--- src/rtl/ctl_i2c_pkg.sv ---
package ctl_i2c_pkg;

  typedef enum logic [2:0] {
    S_IDLE,
    S_DEV,
    S_DEV_ACK,
    S_RX,
    S_RX_ACK,
    S_TX,
    S_TX_ACK
  } i2c_state_e;

  // Power-on value of register slot idx (overlay window first, then setup window)
  function automatic logic [7:0] reg_default(input int idx, input int osd_n,
                                             input logic [5:0] die);
    int p;
    logic [7:0] v;
    v = 8'h00;
    if (idx < osd_n) begin
      case (idx)
        2:       v = 8'hD0;
        3:       v = 8'hCC;
        4:       v = 8'h04;
        5:       v = 8'h10;
        default: v = 8'h00;
      endcase
    end else begin
      p = idx - osd_n;
      if (p < 4)       v = 8'hE0;
      else if (p < 8)  v = 8'h80;
      else if (p == 8) v = 8'h94;
      else if (p == 9) v = {die, 2'b00};
      else if (p == 14) v = 8'h16;
      else             v = 8'h00;
    end
    return v;
  endfunction

endpackage

--- src/rtl/ctl_i2c_linesync.sv ---
module ctl_i2c_linesync #(
  parameter int STAGES = 2
) (
  input  logic clk,
  input  logic rst,
  input  logic scl_i,
  input  logic sda_i,
  output logic sda_o,
  output logic start_o,
  output logic stop_o,
  output logic rise_o,
  output logic fall_o
);
  // bit STAGES-1 is the synchronised level, bit STAGES its previous value
  logic [STAGES:0] scl_q;
  logic [STAGES:0] sda_q;

  always_ff @(posedge clk) begin
    if (rst) begin
      scl_q <= '1;
      sda_q <= '1;
    end else begin
      scl_q <= {scl_q[STAGES-1:0], scl_i};
      sda_q <= {sda_q[STAGES-1:0], sda_i};
    end
  end

  logic scl_now, scl_old, sda_now, sda_old;
  assign scl_now = scl_q[STAGES-1];
  assign scl_old = scl_q[STAGES];
  assign sda_now = sda_q[STAGES-1];
  assign sda_old = sda_q[STAGES];

  assign sda_o   = sda_now;
  assign start_o = scl_now & scl_old & sda_old & ~sda_now;
  assign stop_o  = scl_now & scl_old & ~sda_old & sda_now;
  assign rise_o  = scl_now & ~scl_old;
  assign fall_o  = ~scl_now & scl_old;
endmodule

--- src/rtl/ctl_i2c_engine.sv ---
module ctl_i2c_engine
  import ctl_i2c_pkg::*;
#(
  parameter int         AW       = 16,
  parameter logic [6:0] DEV_ADDR = 7'h5D
) (
  input  logic          clk,
  input  logic          rst,
  input  logic          sda_s,
  input  logic          start_i,
  input  logic          stop_i,
  input  logic          rise_i,
  input  logic          fall_i,
  input  logic [7:0]    rd_data_i,
  output logic [AW-1:0] ptr_o,
  output logic          wr_en_o,
  output logic [AW-1:0] wr_addr_o,
  output logic [7:0]    wr_data_o,
  output logic          sda_oe_o
);
  i2c_state_e    state;
  logic [7:0]    sh;
  logic [7:0]    txsh;
  logic [2:0]    bcnt;
  logic          done;
  logic          rw;
  logic [1:0]    phase;
  logic [AW-1:0] ptr;
  logic          oe;
  logic [7:0]    nxt;

  assign nxt      = {sh[6:0], sda_s};
  assign ptr_o    = ptr;
  assign sda_oe_o = oe;

  always_ff @(posedge clk) begin
    wr_en_o <= 1'b0;
    if (rst) begin
      state     <= S_IDLE;
      sh        <= '0;
      txsh      <= '0;
      bcnt      <= '0;
      done      <= 1'b0;
      rw        <= 1'b0;
      phase     <= '0;
      ptr       <= '0;
      oe        <= 1'b0;
      wr_addr_o <= '0;
      wr_data_o <= '0;
    end else if (start_i) begin
      state <= S_DEV;
      bcnt  <= '0;
      done  <= 1'b0;
      oe    <= 1'b0;
      phase <= '0;
    end else if (stop_i) begin
      state <= S_IDLE;
      oe    <= 1'b0;
      done  <= 1'b0;
    end else begin
      case (state)
        S_DEV: begin
          if (rise_i) begin
            sh   <= nxt;
            bcnt <= bcnt + 3'd1;
            if (bcnt == 3'd7) done <= 1'b1;
          end else if (fall_i && done) begin
            done <= 1'b0;
            if (sh[7:1] == DEV_ADDR) begin
              oe    <= 1'b1;
              rw    <= sh[0];
              state <= S_DEV_ACK;
            end else begin
              state <= S_IDLE;
            end
          end
        end
        S_DEV_ACK: begin
          if (fall_i) begin
            bcnt <= '0;
            if (rw) begin
              txsh  <= rd_data_i;
              oe    <= ~rd_data_i[7];
              ptr   <= ptr + 1'b1;
              state <= S_TX;
            end else begin
              oe    <= 1'b0;
              state <= S_RX;
            end
          end
        end
        S_RX: begin
          if (rise_i) begin
            sh   <= nxt;
            bcnt <= bcnt + 3'd1;
            if (bcnt == 3'd7) begin
              done <= 1'b1;
              case (phase)
                2'd0: begin
                  ptr[7:0] <= nxt;
                  phase    <= 2'd1;
                end
                2'd1: begin
                  ptr[AW-1:8] <= nxt[AW-9:0];
                  phase       <= 2'd2;
                end
                default: begin
                  wr_en_o   <= 1'b1;
                  wr_addr_o <= ptr;
                  wr_data_o <= nxt;
                  ptr       <= ptr + 1'b1;
                end
              endcase
            end
          end else if (fall_i && done) begin
            done  <= 1'b0;
            oe    <= 1'b1;
            state <= S_RX_ACK;
          end
        end
        S_RX_ACK: begin
          if (fall_i) begin
            oe    <= 1'b0;
            state <= S_RX;
          end
        end
        S_TX: begin
          if (fall_i) begin
            if (bcnt == 3'd7) begin
              oe    <= 1'b0;
              state <= S_TX_ACK;
            end else begin
              txsh <= {txsh[6:0], 1'b0};
              oe   <= ~txsh[6];
              bcnt <= bcnt + 3'd1;
            end
          end
        end
        S_TX_ACK: begin
          if (rise_i) begin
            if (sda_s) state <= S_IDLE;
            else       done  <= 1'b1;
          end else if (fall_i && done) begin
            done  <= 1'b0;
            bcnt  <= '0;
            txsh  <= rd_data_i;
            oe    <= ~rd_data_i[7];
            ptr   <= ptr + 1'b1;
            state <= S_TX;
          end
        end
        default: ;
      endcase
    end
  end
endmodule

--- src/rtl/ctl_i2c_regbank.sv ---
module ctl_i2c_regbank
  import ctl_i2c_pkg::*;
#(
  parameter int            AW       = 16,
  parameter logic [AW-1:0] OSD_BASE = 16'h0800,
  parameter int            OSD_N    = 6,
  parameter logic [AW-1:0] PRE_BASE = 16'h0810,
  parameter int            PRE_N    = 16,
  parameter logic [5:0]    DIE_ID   = 6'h00
) (
  input  logic                         clk,
  input  logic                         rst,
  input  logic                         wr_en_i,
  input  logic [AW-1:0]                wr_addr_i,
  input  logic [7:0]                   wr_data_i,
  input  logic [AW-1:0]                rd_addr_i,
  output logic [7:0]                   rd_data_o,
  output logic [(OSD_N+PRE_N)*8-1:0]   flat_o
);
  localparam int NREG     = OSD_N + PRE_N;
  localparam int IW       = $clog2(NREG);
  localparam int DIE_IDX  = OSD_N + 9;
  localparam int SRST_IDX = OSD_N + 15;

  // result: {hit, slot}
  function automatic logic [IW:0] decode(input logic [AW-1:0] a);
    logic [AW-1:0] o1, o2;
    o1 = a - OSD_BASE;
    o2 = a - PRE_BASE;
    if (a >= OSD_BASE && o1 < AW'(OSD_N))
      return {1'b1, IW'(o1)};
    else if (a >= PRE_BASE && o2 < AW'(PRE_N))
      return {1'b1, IW'(o2 + AW'(OSD_N))};
    return '0;
  endfunction

  logic [7:0]  mem [NREG];
  logic [IW:0] wdec, rdec;
  logic [7:0]  wval;

  always_comb begin
    wdec = decode(wr_addr_i);
    rdec = decode(rd_addr_i);
    wval = wr_data_i;
    if (wdec[IW-1:0] == IW'(DIE_IDX))
      wval = {DIE_ID, wr_data_i[1:0]};
    else if (wdec[IW-1:0] == IW'(SRST_IDX))
      wval = {7'b0, wr_data_i[0]};
  end

  always_ff @(posedge clk) begin
    if (rst || mem[SRST_IDX][0]) begin
      for (int i = 0; i < NREG; i++) mem[i] <= reg_default(i, OSD_N, DIE_ID);
    end else if (wr_en_i && wdec[IW]) begin
      mem[wdec[IW-1:0]] <= wval;
    end
  end

  assign rd_data_o = rdec[IW] ? mem[rdec[IW-1:0]] : 8'h00;

  for (genvar g = 0; g < NREG; g++) begin : g_flat
    assign flat_o[g*8 +: 8] = mem[g];
  end
endmodule

--- src/rtl/ctl_i2c_target.sv ---
module ctl_i2c_target #(
  parameter logic [6:0]  DEV_ADDR = 7'h5D,
  parameter int          SYNC_STG = 2,
  parameter logic [15:0] OSD_BASE = 16'h0800,
  parameter int          OSD_N    = 6,
  parameter logic [15:0] PRE_BASE = 16'h0810,
  parameter int          PRE_N    = 16,
  parameter logic [5:0]  DIE_ID   = 6'h00
) (
  input  logic                       clk,
  input  logic                       rst,
  input  logic                       scl_i,
  input  logic                       sda_i,
  output logic                       sda_oe_o,
  output logic [(OSD_N+PRE_N)*8-1:0] reg_flat_o
);
  localparam int AW = 16;

  logic          sda_s, start_p, stop_p, rise_p, fall_p;
  logic [7:0]    rd_data;
  logic [AW-1:0] ptr;
  logic          wr_en;
  logic [AW-1:0] wr_addr;
  logic [7:0]    wr_data;

  ctl_i2c_linesync #(.STAGES(SYNC_STG)) u_sync (
    .clk    (clk),
    .rst    (rst),
    .scl_i  (scl_i),
    .sda_i  (sda_i),
    .sda_o  (sda_s),
    .start_o(start_p),
    .stop_o (stop_p),
    .rise_o (rise_p),
    .fall_o (fall_p)
  );

  ctl_i2c_engine #(.AW(AW), .DEV_ADDR(DEV_ADDR)) u_eng (
    .clk      (clk),
    .rst      (rst),
    .sda_s    (sda_s),
    .start_i  (start_p),
    .stop_i   (stop_p),
    .rise_i   (rise_p),
    .fall_i   (fall_p),
    .rd_data_i(rd_data),
    .ptr_o    (ptr),
    .wr_en_o  (wr_en),
    .wr_addr_o(wr_addr),
    .wr_data_o(wr_data),
    .sda_oe_o (sda_oe_o)
  );

  ctl_i2c_regbank #(
    .AW(AW), .OSD_BASE(OSD_BASE), .OSD_N(OSD_N),
    .PRE_BASE(PRE_BASE), .PRE_N(PRE_N), .DIE_ID(DIE_ID)
  ) u_bank (
    .clk      (clk),
    .rst      (rst),
    .wr_en_i  (wr_en),
    .wr_addr_i(wr_addr),
    .wr_data_i(wr_data),
    .rd_addr_i(ptr),
    .rd_data_o(rd_data),
    .flat_o   (reg_flat_o)
  );
endmodule

--- config.mk ---
export PLATFORM = sky130hd
export DESIGN_NAME = ctl_i2c_target
export DESIGN_NICKNAME = d
export VERILOG_FILES = /design/src/rtl/ctl_i2c_pkg.sv /design/src/rtl/ctl_i2c_linesync.sv /design/src/rtl/ctl_i2c_engine.sv /design/src/rtl/ctl_i2c_regbank.sv /design/src/rtl/ctl_i2c_target.sv
export SDC_FILE = /design/constraint.sdc
export NUM_CORES = 1
export LEC_CHECK = 0
export BUFFER_PORTS_ARGS = -buffer_cell sky130_fd_sc_hd__buf_2
export CORE_MARGIN = 10
export CORE_UTILIZATION = 50
export CTS_CLUSTER_DIAMETER = 50
export DETAILED_ROUTE_END_ITERATION = 10
export HOLD_SLACK_MARGIN = 0.1
export PLACE_DENSITY = 0.73
export REMOVE_ABC_BUFFERS = 1
export SYNTH_ARGS = -nofsm -noshare
export SYNTH_HDL_FRONTEND = slang
export SYNTH_SLANG_ARGS = --single-unit
--- constraint.sdc ---
create_clock -name clk -period 3.15 [get_ports clk]
set_clock_uncertainty 0.15 [all_clocks]
set_input_delay 0.945 -clock clk [delete_from_list [all_inputs] [get_ports clk]]
set_output_delay 0.945 -clock clk [all_outputs]
set_load 0.05 [all_outputs]
==> results.cfg, run 1 <==
[grt]
grt_max_degree = 53
grt_pass1_vias = 13800
grt_pass1_wl_um = 83700
globalRouteOverflowTotal = 0
track_usage_pct = 27.9
grt_antenna_before_repair = 0

[clock_tree]
cts.sinks = 329
cts_buffers = 38
cts-root-buf = clkbuf_16
clk_pin_slew_ns = 0.06
clk_path_buf_depth = 3
cts_max_level = 2
ctsHoldBuffers = 0
insertion_delay_ns = 0.54
cts_tree = done

[power_and_ir_drop]
p_comb_share_pct = 6.0
swShare_pct = 23.9
p_sw_w = 0.00245
irDropWorstVdd_uv = 526
total_power_w = 0.0103
p_int_w = 0.00782
p_seq_share_pct = 47.0
p_clk_share_pct = 47.0
p_leak_nw = 7.51
p_per_area_nw_per_um2 = 507

[critical_path]
crit_type = flop to flop
startpoint_type = flop
cp_max_fo = 7
critPathArrivalTime_ns = 3.25
worstPathRequired_ns = 3.26
cp-end-kind = flop

[sta]
slew_headroom_pct = 41.0
drv_slew = 0
fmax_mhz = 319
rsz0062_at_grt = yes
setup-tns-final_ns = 0
fin_crit_ns = 3.13
finalCritPeriodShare_pct = 99.5
setup_viol = 0
worst_pin_slew_ns = 0.885
hold_viol_final = 0

[floorplan]
dieArea_um2 = 38700
die_w_um = 197
die_h_um = 197
ioPinCount = 181
rows = 64
start_util_pct = 50.9
coreArea_um2 = 30700

[route]
vias = 14400
wl_per_cell_um = 24.9
routed_via_density = 6.25
drc = 0
ant_nets = 0
wl_um = 57400
detail_route.first_pass.iterations = 6
drtIter0Drc = 2107

[place]
detailed_place_hpwl_um = 41000
gp_congestion = 1.03
port_buffers = 180

[logic_synthesis]
synthCells = 1517
seq_area_frac_synth_pct = 58.6
yosys.area.top_type = edfxtp_1
ys_ff_latch = 329
netlist_area_um2 = 15600
async_reset_ff_share_pct = 0
ys_top_cells_by_area = edfxtp_1 49%, dfxtp_1 9.4%, nand2_1 7.0%
ys_warn_count = 0
synth_top_area_share_pct = 49.2
avgSynthCellArea_um2 = 10.3
ys_types = 89
synth-edff-count = 256
ys.flop_type = edfxtp_1

[cells_and_area]
areaGrowthSynthToFinish_pct = 29.9
drive_gt1_share_pct = 28.8
final_nets = 1892
num-fill-cells = 2329

[run_status]
outcome = finished clean

[flow_run]
maxCapViolations = 0

[min_path]
min_path_type = flop to flop
## power by group through the flow
stage               registers, W  clock network [W]  logic [W]
finish                   0.00483            0.00483   0.000619
global route             0.00483            0.00499   0.000642
CTS                      0.00482            0.00482   0.000619
detailed placement       0.00492                  0   0.000617
global placement         0.00492                  0   0.000610
floorplan                0.00519                  0  0.0000913
## synthesized netlist by cell type (11+ instances only)
cell	instances
or3_1	11
clkbuf_1	51
mux2i_1	61
dfxtp_1	73
buf_2	22
nor2b_1	12
and3_1	15
a211oi_1	22
a21oi_1	69
nand2b_1	15
edfxtp_1	256
ha_1	12
inv_1	29
o21ai_0	44
nand3_1	84
a31oi_1	16
nor2_1	210
nor3_1	23
nand2_1	293
## worst paths after layout
| path | startpoint | end | slack (ns) | depth (start not counted) |
|---|---|---|---|---|
| worst max-delay path | u_eng.wr_addr_o[12] | u_bank.mem[25][7] | 0.02 | 11 |
| worst min-delay path | u_sync.sda_q[0] | u_sync.sda_q[1] | 0.26 | 1 |
| worst max register to register | u_eng.wr_addr_o[12] | u_bank.mem[25][7] | 0.02 | 11 |
| worst min register to register | u_sync.sda_q[0] | u_sync.sda_q[1] | 0.26 | 1 |
## per-layer routing
metal / wire [µm] / global-route usage, % / vias up
li1: - / - / 6179
met1: 20700 / 36.0 / 6864
met2: 26400 / 43.9 / 1139
met3: 7490 / 7.11 / 210
met4: 2860 / 12.2 / 0
met5: 0 / 0 / -
## sequential cells by signal, summed over array words and instances (netlist names)
signal	flops
u_bank.mem	256
u_eng.ptr_o	16
u_eng.wr_addr_o	16
u_eng.sh	8
u_eng.wr_data_o	8
u_eng.txsh	7
u_eng.bcnt	3
u_eng.state	3
u_sync.scl_q	3
u_sync.sda_q	3
u_eng.phase	2
u_eng.done	1
u_eng.rw	1
u_eng.sda_oe_o	1
u_eng.wr_en_o	1
## area by class of cell
type / instances / area [µm²] / share of cell area (%)
clock buffer: 42 / 1020 / 5.02
multi-input combinational: 1082 / 6260 / 30.9
clock inverter: 26 / 349 / 1.72
antenna: 1 / 2.50 / 0.0123
sequential: 329 / 9150 / 45.1
timing repair buffer: 394 / 2870 / 14.2
tap: 396 / 495 / 2.44
inverter: 29 / 116 / 0.574
timing repair inverter: 2 / 12.5 / 0.0617
## cells in the final DEF (no fill, tap or decap), types with 5 or more instances in the layout
master     count
a32oi_1        6
ha_1          12
bufinv_16      7
o31ai_1        6
a311oi_1       5
or2_2         10
mux2i_1       61
clkbuf_16     43
nand4_1       10
conb_1        13
buf_2        180
a31oi_1       16
a211oi_1      21
or3_1         11
dfxtp_1       70
inv_1         26
buf_4        183
a211o_1        6
nand3_1       82
nand2b_1      15
o21ai_0       41
mux2_2         8
a21oi_1       68
nand2_1      284
nor3_1        21
a221oi_1       9
a22o_1         8
nor2_1       203
nor2b_1       12
edfxtp_1     256
buf_6          5
a22oi_1       10
nor2_2         6
clkinv_2       6
and3_1        14
buf_12        21
## kinds of logic (layout without fill, tap and decap cells)
kind of cell               Yosys count  in the layout  share of synthesized area (%)
and+or+nand+nor                    720            720                           20.5
other                                1             14                         0.0240
buffers and inverters              118            493                           3.65
xor gates and xnor gates            13             13                          0.729
DFF                                329            329                           58.6
muxes                               69             69                           4.49
adders and majority gates           12             12                          0.962
AOI/OAI and AO/OA                  255            255                           11.1
## critical path, cell delays in order (launching register included)
cell and delay, ns:
dfxtp_2 0.33, inv_1 0.06, ha_1 0.27, nor3b_4 0.22
nand3_2 0.20, a21oi_4 0.26, nand3_1 0.13, or4_1 0.59
o31a_4 0.23, nand2_8 0.13, buf_12 0.15, clkinvlp_4 0.14
## through the flow
stage / cells / instance area [µm²] / setup WS (ns) / util, % / hold WS (ns)
floorplan: 1440 / 15200 / -1.07 / - / 0.239
global placement: 2216 / 18300 / -0.101 / 59.8 / 0.243
detailed placement: 2216 / 18300 / -0.173 / 59.8 / 0.248
CTS: 2288 / 19800 / -0.0280 / 64.5 / 0.264
global route: 2300 / 20300 / -0.114 / 66.1 / 0.279
finish: 2301 / 20300 / 0.0163 / 66.1 / 0.259
## repair_timing
action                                  CTS  global route
setup buffers                             3             8
gates cloned                              1             4
pin swaps                                 3            13
hold endpoints to repair                  0             0
endpoints found under the setup margin  289           442
resized for setup                        15            69
No activity file was read; power rests on OpenSTA's default activity.
==> run 2, diff against run 1 <==
--- a/config.mk
+++ b/config.mk
@@ -13,6 +13,8 @@
 export HOLD_SLACK_MARGIN = 0.1
 export PLACE_DENSITY = 0.73
 export REMOVE_ABC_BUFFERS = 1
+export SKIP_LAST_GASP = 1
 export SYNTH_ARGS = -nofsm -noshare
 export SYNTH_HDL_FRONTEND = slang
+export SYNTH_HIERARCHICAL = 1
 export SYNTH_SLANG_ARGS = --single-unit
==> results.cfg, run 2 <==
[logic_synthesis]
yosys.area.top_type = edfxtp_1
synthCells = 1355
synth-edff-count = 256
yosysMostFrequentCell = edfxtp_1
netlist_area_um2 = 15500
ys_types = 95
synth_top_area_share_pct = 49.5
ys.flop_type = edfxtp_1
synth_common_cells = 256 x edfxtp_1, 208 x nor2_1, 172 x nand2_1
seq_area_frac_synth_pct = 58.9
ys_ff_latch = 329
ys_warn_count = 6
ys_top_cells_by_area = edfxtp_1 49%, dfxtp_1 9.4%, mux2i_1 5.2%
async_reset_ff_share_pct = 0
avgSynthCellArea_um2 = 11.5

[route]
wl_per_cell_um = 24.6
ant_nets = 0
detail_route.first_pass.iterations = 9
wl_um = 52500
drc = 0
drtIter0Drc = 1651
vias = 13200
routed_via_density = 6.17

[sta]
hold_viol_final = 0
rsz0062_at_grt = yes
worst_pin_slew_ns = 0.885
setup_viol = 8
fmax_mhz = 295
fin_crit_ns = 3.39
slew_headroom_pct = 40.9
drv_slew = 0
finalCritPeriodShare_pct = 108
hold_slack_ns = 0.257
fin_ws_ns = -0.245

[floorplan]
die_h_um = 196
start_util_pct = 50.8
dieArea_um2 = 38500
ioPinCount = 181
die_w_um = 196
rows = 64
coreArea_um2 = 30600

[clock_tree]
cts_tree = done
ctsHoldBuffers = 0
clk_path_buf_depth = 3
clk_pin_slew_ns = 0.06
cts_max_level = 2
insertion_delay_ns = 0.53
cts_buffers = 37
cts.sinks = 329
cts-root-buf = clkbuf_16

[cells_and_area]
regMostFlops = u_bank/mem
fin_area_um2 = 19900
largest_register_ffs = 256
layout_commonest_cell = edfxtp_1
final_nets = 1722
diodes = 0
drive_gt1_share_pct = 32.4
fin_util_pct = 65.1
final_cell_mix = 256 x edfxtp_1, 207 x nor2_1, 180 x buf_2
areaGrowthSynthToFinish_pct = 28.2

[grt]
grt_pass1_wl_um = 78000
grt_max_degree = 76
track_usage_pct = 26.1
grt_antenna_before_repair = 1
globalRouteOverflowTotal = 0
grt_pass1_vias = 12800

[flow_run]
maxCapViolations = 0

[critical_path]
cp-end-kind = flop
worstPathRequired_ns = 3.43
startpoint_type = flop
crit_type = flop to flop
critPathArrivalTime_ns = 3.67
cp_max_fo = 6

[power_and_ir_drop]
irDropWorstVdd_uv = 445
total_power_w = 0.00981
p_leak_nw = 7.53
p_per_area_nw_per_um2 = 492

[min_path]
min_path_type = flop to flop

[place]
place_area_um2 = 18100
pre_cts_ws_ns = -0.410
gp_congestion = 0.961
port_buffers = 180
detailed_place_hpwl_um = 37800

[run_status]
outcome = finished with violations
violations = negative setup slack
## run 2: changes by cell type after synthesis, moves of 10 or more
cell      before  now
a211oi_1      22    9
a21oi_1       69   53
a221o_1        2   13
a31oi_1       16    2
clkbuf_1      51   33
mux2i_1       61   80
mux4_2         0   15
nand2_1      293  172
nand3_1       84   27
o32ai_1        0   10
## run 2: final timing paths
path / start / to / slack (ns) / cells past startpoint
setup / recovery: u_eng/ptr_o[11] / u_eng/sda_oe_o / -0.24 / 14
hold / removal: u_sync/scl_q[0] / u_sync/scl_q[1] / 0.26 / 1
hold reg to reg: u_sync/scl_q[0] / u_sync/scl_q[1] / 0.26 / 1
setup reg to reg: u_eng/ptr_o[11] / u_eng/sda_oe_o / -0.24 / 14
## run 2: power by group
group | internal (W) | switching (W)
logic | 0.000115 | 0.000476
registers | 0.00475 | 0.0000776
clock network | 0.00267 | 0.00173
total | 0.00753 | 0.00228
## run 2: per-stage QoR
stage / cells / TNS, ns
5_1_grt: 2132 / -2.33
3_5_place_dp: 2042 / -2.80
3_3_place_gp: 2042 / -1.60
4_1_cts: 2123 / -0.432
2_1_floorplan: 1289 / -98.38
6_report: 2132 / -1.48
## run 2: per-layer routing
layer / up-vias / GRT usage [%] / routed length, µm
li1: 5729 / - / -
met1: 6325 / 33.5 / 19500
met2: 938 / 42.0 / 24900
met3: 162 / 5.68 / 6010
met4: 2 / 10.8 / 2180
met5: - / 0 / 13
## run 2: what timing repair did
action                                  CTS  global route
gates cloned                              2             0
pin swaps                                24            15
gates resized for setup                  58            36
setup buffers                            13             9
endpoints found under the setup margin   52           192
## run 2: area by class of cell
cell class,instances,area (µm²)
clock buffer,44,995
clock inverter,24,245
fill,2361,10700
inverter,26,101
multi-input combinational,934,6280
sequential,329,9150
tap,396,495
timing repair buffer,378,2640
timing repair inverter,1,7.51
## run 2: cells by family after synthesis
group,Yosys count,synth area share [%]
compound gates,239,11.2
xor+xnor,7,0.395
fa+ha+maj,11,0.886
buf+inv,104,3.32
flops,329,58.9
mux,96,7.40
other cells,1,0.0241
simple gates,568,17.9
## run 2: critical path, cell delays in order, from the launching register on
cell	delay, ns
dfxtp_2	0.32
buf_4	0.15
ha_1	0.21
xor2_1	0.22
nand2_2	0.14
a211oi_4	0.31
buf_6	0.17
buf_12	0.11
mux4_2	0.49
a32oi_2	0.25
o32ai_2	0.15
o21bai_1	0.18
a21oi_1	0.17
o211ai_1	0.10
mux2i_1	0.18
==> run 3, diff against run 2 <==
--- a/config.mk
+++ b/config.mk
@@ -5,16 +5,15 @@
 export SDC_FILE = /design/constraint.sdc
 export NUM_CORES = 1
 export LEC_CHECK = 0
-export BUFFER_PORTS_ARGS = -buffer_cell sky130_fd_sc_hd__buf_2
 export CORE_MARGIN = 10
-export CORE_UTILIZATION = 50
+export CORE_UTILIZATION = 58
 export CTS_CLUSTER_DIAMETER = 50
 export DETAILED_ROUTE_END_ITERATION = 10
+export DONT_BUFFER_PORTS = 1
 export HOLD_SLACK_MARGIN = 0.1
-export PLACE_DENSITY = 0.73
+export PLACE_DENSITY = 0.76
 export REMOVE_ABC_BUFFERS = 1
 export SKIP_LAST_GASP = 1
 export SYNTH_ARGS = -nofsm -noshare
 export SYNTH_HDL_FRONTEND = slang
-export SYNTH_HIERARCHICAL = 1
 export SYNTH_SLANG_ARGS = --single-unit
==> results.cfg, run 3 (same netlist as run 1, synthesis figures left out) <==
[clock_tree]
clk_path_buf_depth = 3
cts_tree = done
insertion_delay_ns = 0.55
cts.sinks = 329
ctsHoldBuffers = 0
clk_pin_slew_ns = 0.06
cts_max_level = 2
cts-root-buf = clkbuf_16
cts_buffers = 37

[cells_and_area]
drive_gt1_share_pct = 21.0
areaGrowthSynthToFinish_pct = 21.8
instances_no_fill = 2037
largest_register_ffs = 256
final_nets = 1691
diodes = 0
final_cell_mix = 279 x nand2_1, 256 x edfxtp_1, 204 x nor2_1
fin_area_um2 = 19000
regMostFlops = u_bank.mem
layout_commonest_cell = nand2_1

[power_and_ir_drop]
irDropWorstVdd_uv = 578
p_leak_nw = 6.49
total_power_w = 0.00955
p_per_area_nw_per_um2 = 502

[sta]
hold_slack_ns = 0.266
finalCritPeriodShare_pct = 101
fin_crit_ns = 3.17
rsz0062_at_grt = yes
fin_ws_ns = -0.0183
hold_viol_final = 0
setup-tns-final_ns = -0.0649
setup_viol = 14
drv_slew = 0
worst_pin_slew_ns = 0.898
slew_headroom_pct = 40.2
fmax_mhz = 316

[grt]
grt_pass1_wl_um = 77200
track_usage_pct = 29.9
globalRouteOverflowTotal = 0
grt_antenna_before_repair = 0
grt_pass1_vias = 12600
grt_max_degree = 69

[route]
drc = 0
wl_per_cell_um = 26.6
detail_route.first_pass.iterations = 6
wl_um = 54200
routed_via_density = 6.62
vias = 13500
ant_nets = 0
drtIter0Drc = 1841

[critical_path]
crit_type = flop to flop
startpoint_type = flop
critPathArrivalTime_ns = 3.28
cp_max_fo = 10
cp-end-kind = flop
worstPathRequired_ns = 3.27

[floorplan]
rows = 59
ioPinCount = 181
die_w_um = 184
coreArea_um2 = 26300
start_util_pct = 59.4
dieArea_um2 = 33900
die_h_um = 184

[place]
port_buffers = 0
detailed_place_hpwl_um = 38700
place_area_um2 = 17100
dp.cells = 1951
gp_congestion = 1.02

[flow_run]
maxCapViolations = 0

[run_status]
violations = negative setup slack
outcome = finished with violations

[min_path]
min_path_type = flop to flop
==> run 3: cell type report <==
| cell class | count | area (µm²) |
|---|---|---|
| timing repair buffer | 191 | 1820 |
| fill | 1798 | 7260 |
| tap | 335 | 419 |
| inverter | 29 | 128 |
| clock inverter | 18 | 200 |
| multi-input combinational | 1082 | 6290 |
| timing repair inverter | 5 | 37.5 |
| clock buffer | 48 | 967 |
| sequential | 329 | 9150 |
==> run 3: timing repair <==
item,in CTS,in global routing
gates resized for setup,18,100
setup buffers,1,9
pin swaps,5,12
endpoints found under the setup margin,180,380
gates cloned,2,9
==> run 3: worst max-delay path: stages (launching register included) <==
cell and delay (ns):
dfxtp_2 0.34, inv_1 0.06, ha_1 0.26, nor3b_2 0.17, buf_4 0.15, and3_4 0.18, a21o_1 0.19, xnor2_2 0.16
or4_4 0.49, o31a_1 0.17, buf_6 0.17, nand2_4 0.17, buf_12 0.19, nor2_1 0.06
==> run 3: where the power goes <==
group / internal, W / total, W / switching, W
Sequential: 0.00475 / 0.00515 / 0.000397
Combinational: 0.0000624 / 0.000185 / 0.000123
Clock: 0.00245 / 0.00421 / 0.00177
==> run 3: metal layers <==
metal / track usage, % / vias up / share of wire (%)
li1: - / 5772 / -
met1: 37.3 / 6443 / 34
met2: 45.8 / 1058 / 45
met3: 11.3 / 215 / 16
met4: 13.2 / 0 / 5.0
met5: 0 / - / 0
==> run 3: final timing paths <==
check,from,end,slack (ns),depth (start not counted)
max reg2reg,u_eng.wr_addr_o[12],u_bank.mem[7][3],-0.02,13
min,u_sync.scl_q[0],u_sync.scl_q[1],0.27,1
max,u_eng.wr_addr_o[12],u_bank.mem[7][3],-0.02,13
min reg2reg,u_sync.scl_q[0],u_sync.scl_q[1],0.27,1
==> run 3: per-stage QoR <==
step | setup WS, ns | utilization [%]
6_report | -0.0183 | 72.4
3_3_place_gp | -0.146 | 65.2
4_1_cts | -0.00145 | 69.9
2_1_floorplan | -1.07 | -
5_1_grt | -0.175 | 72.4
3_5_place_dp | -0.165 | 65.2
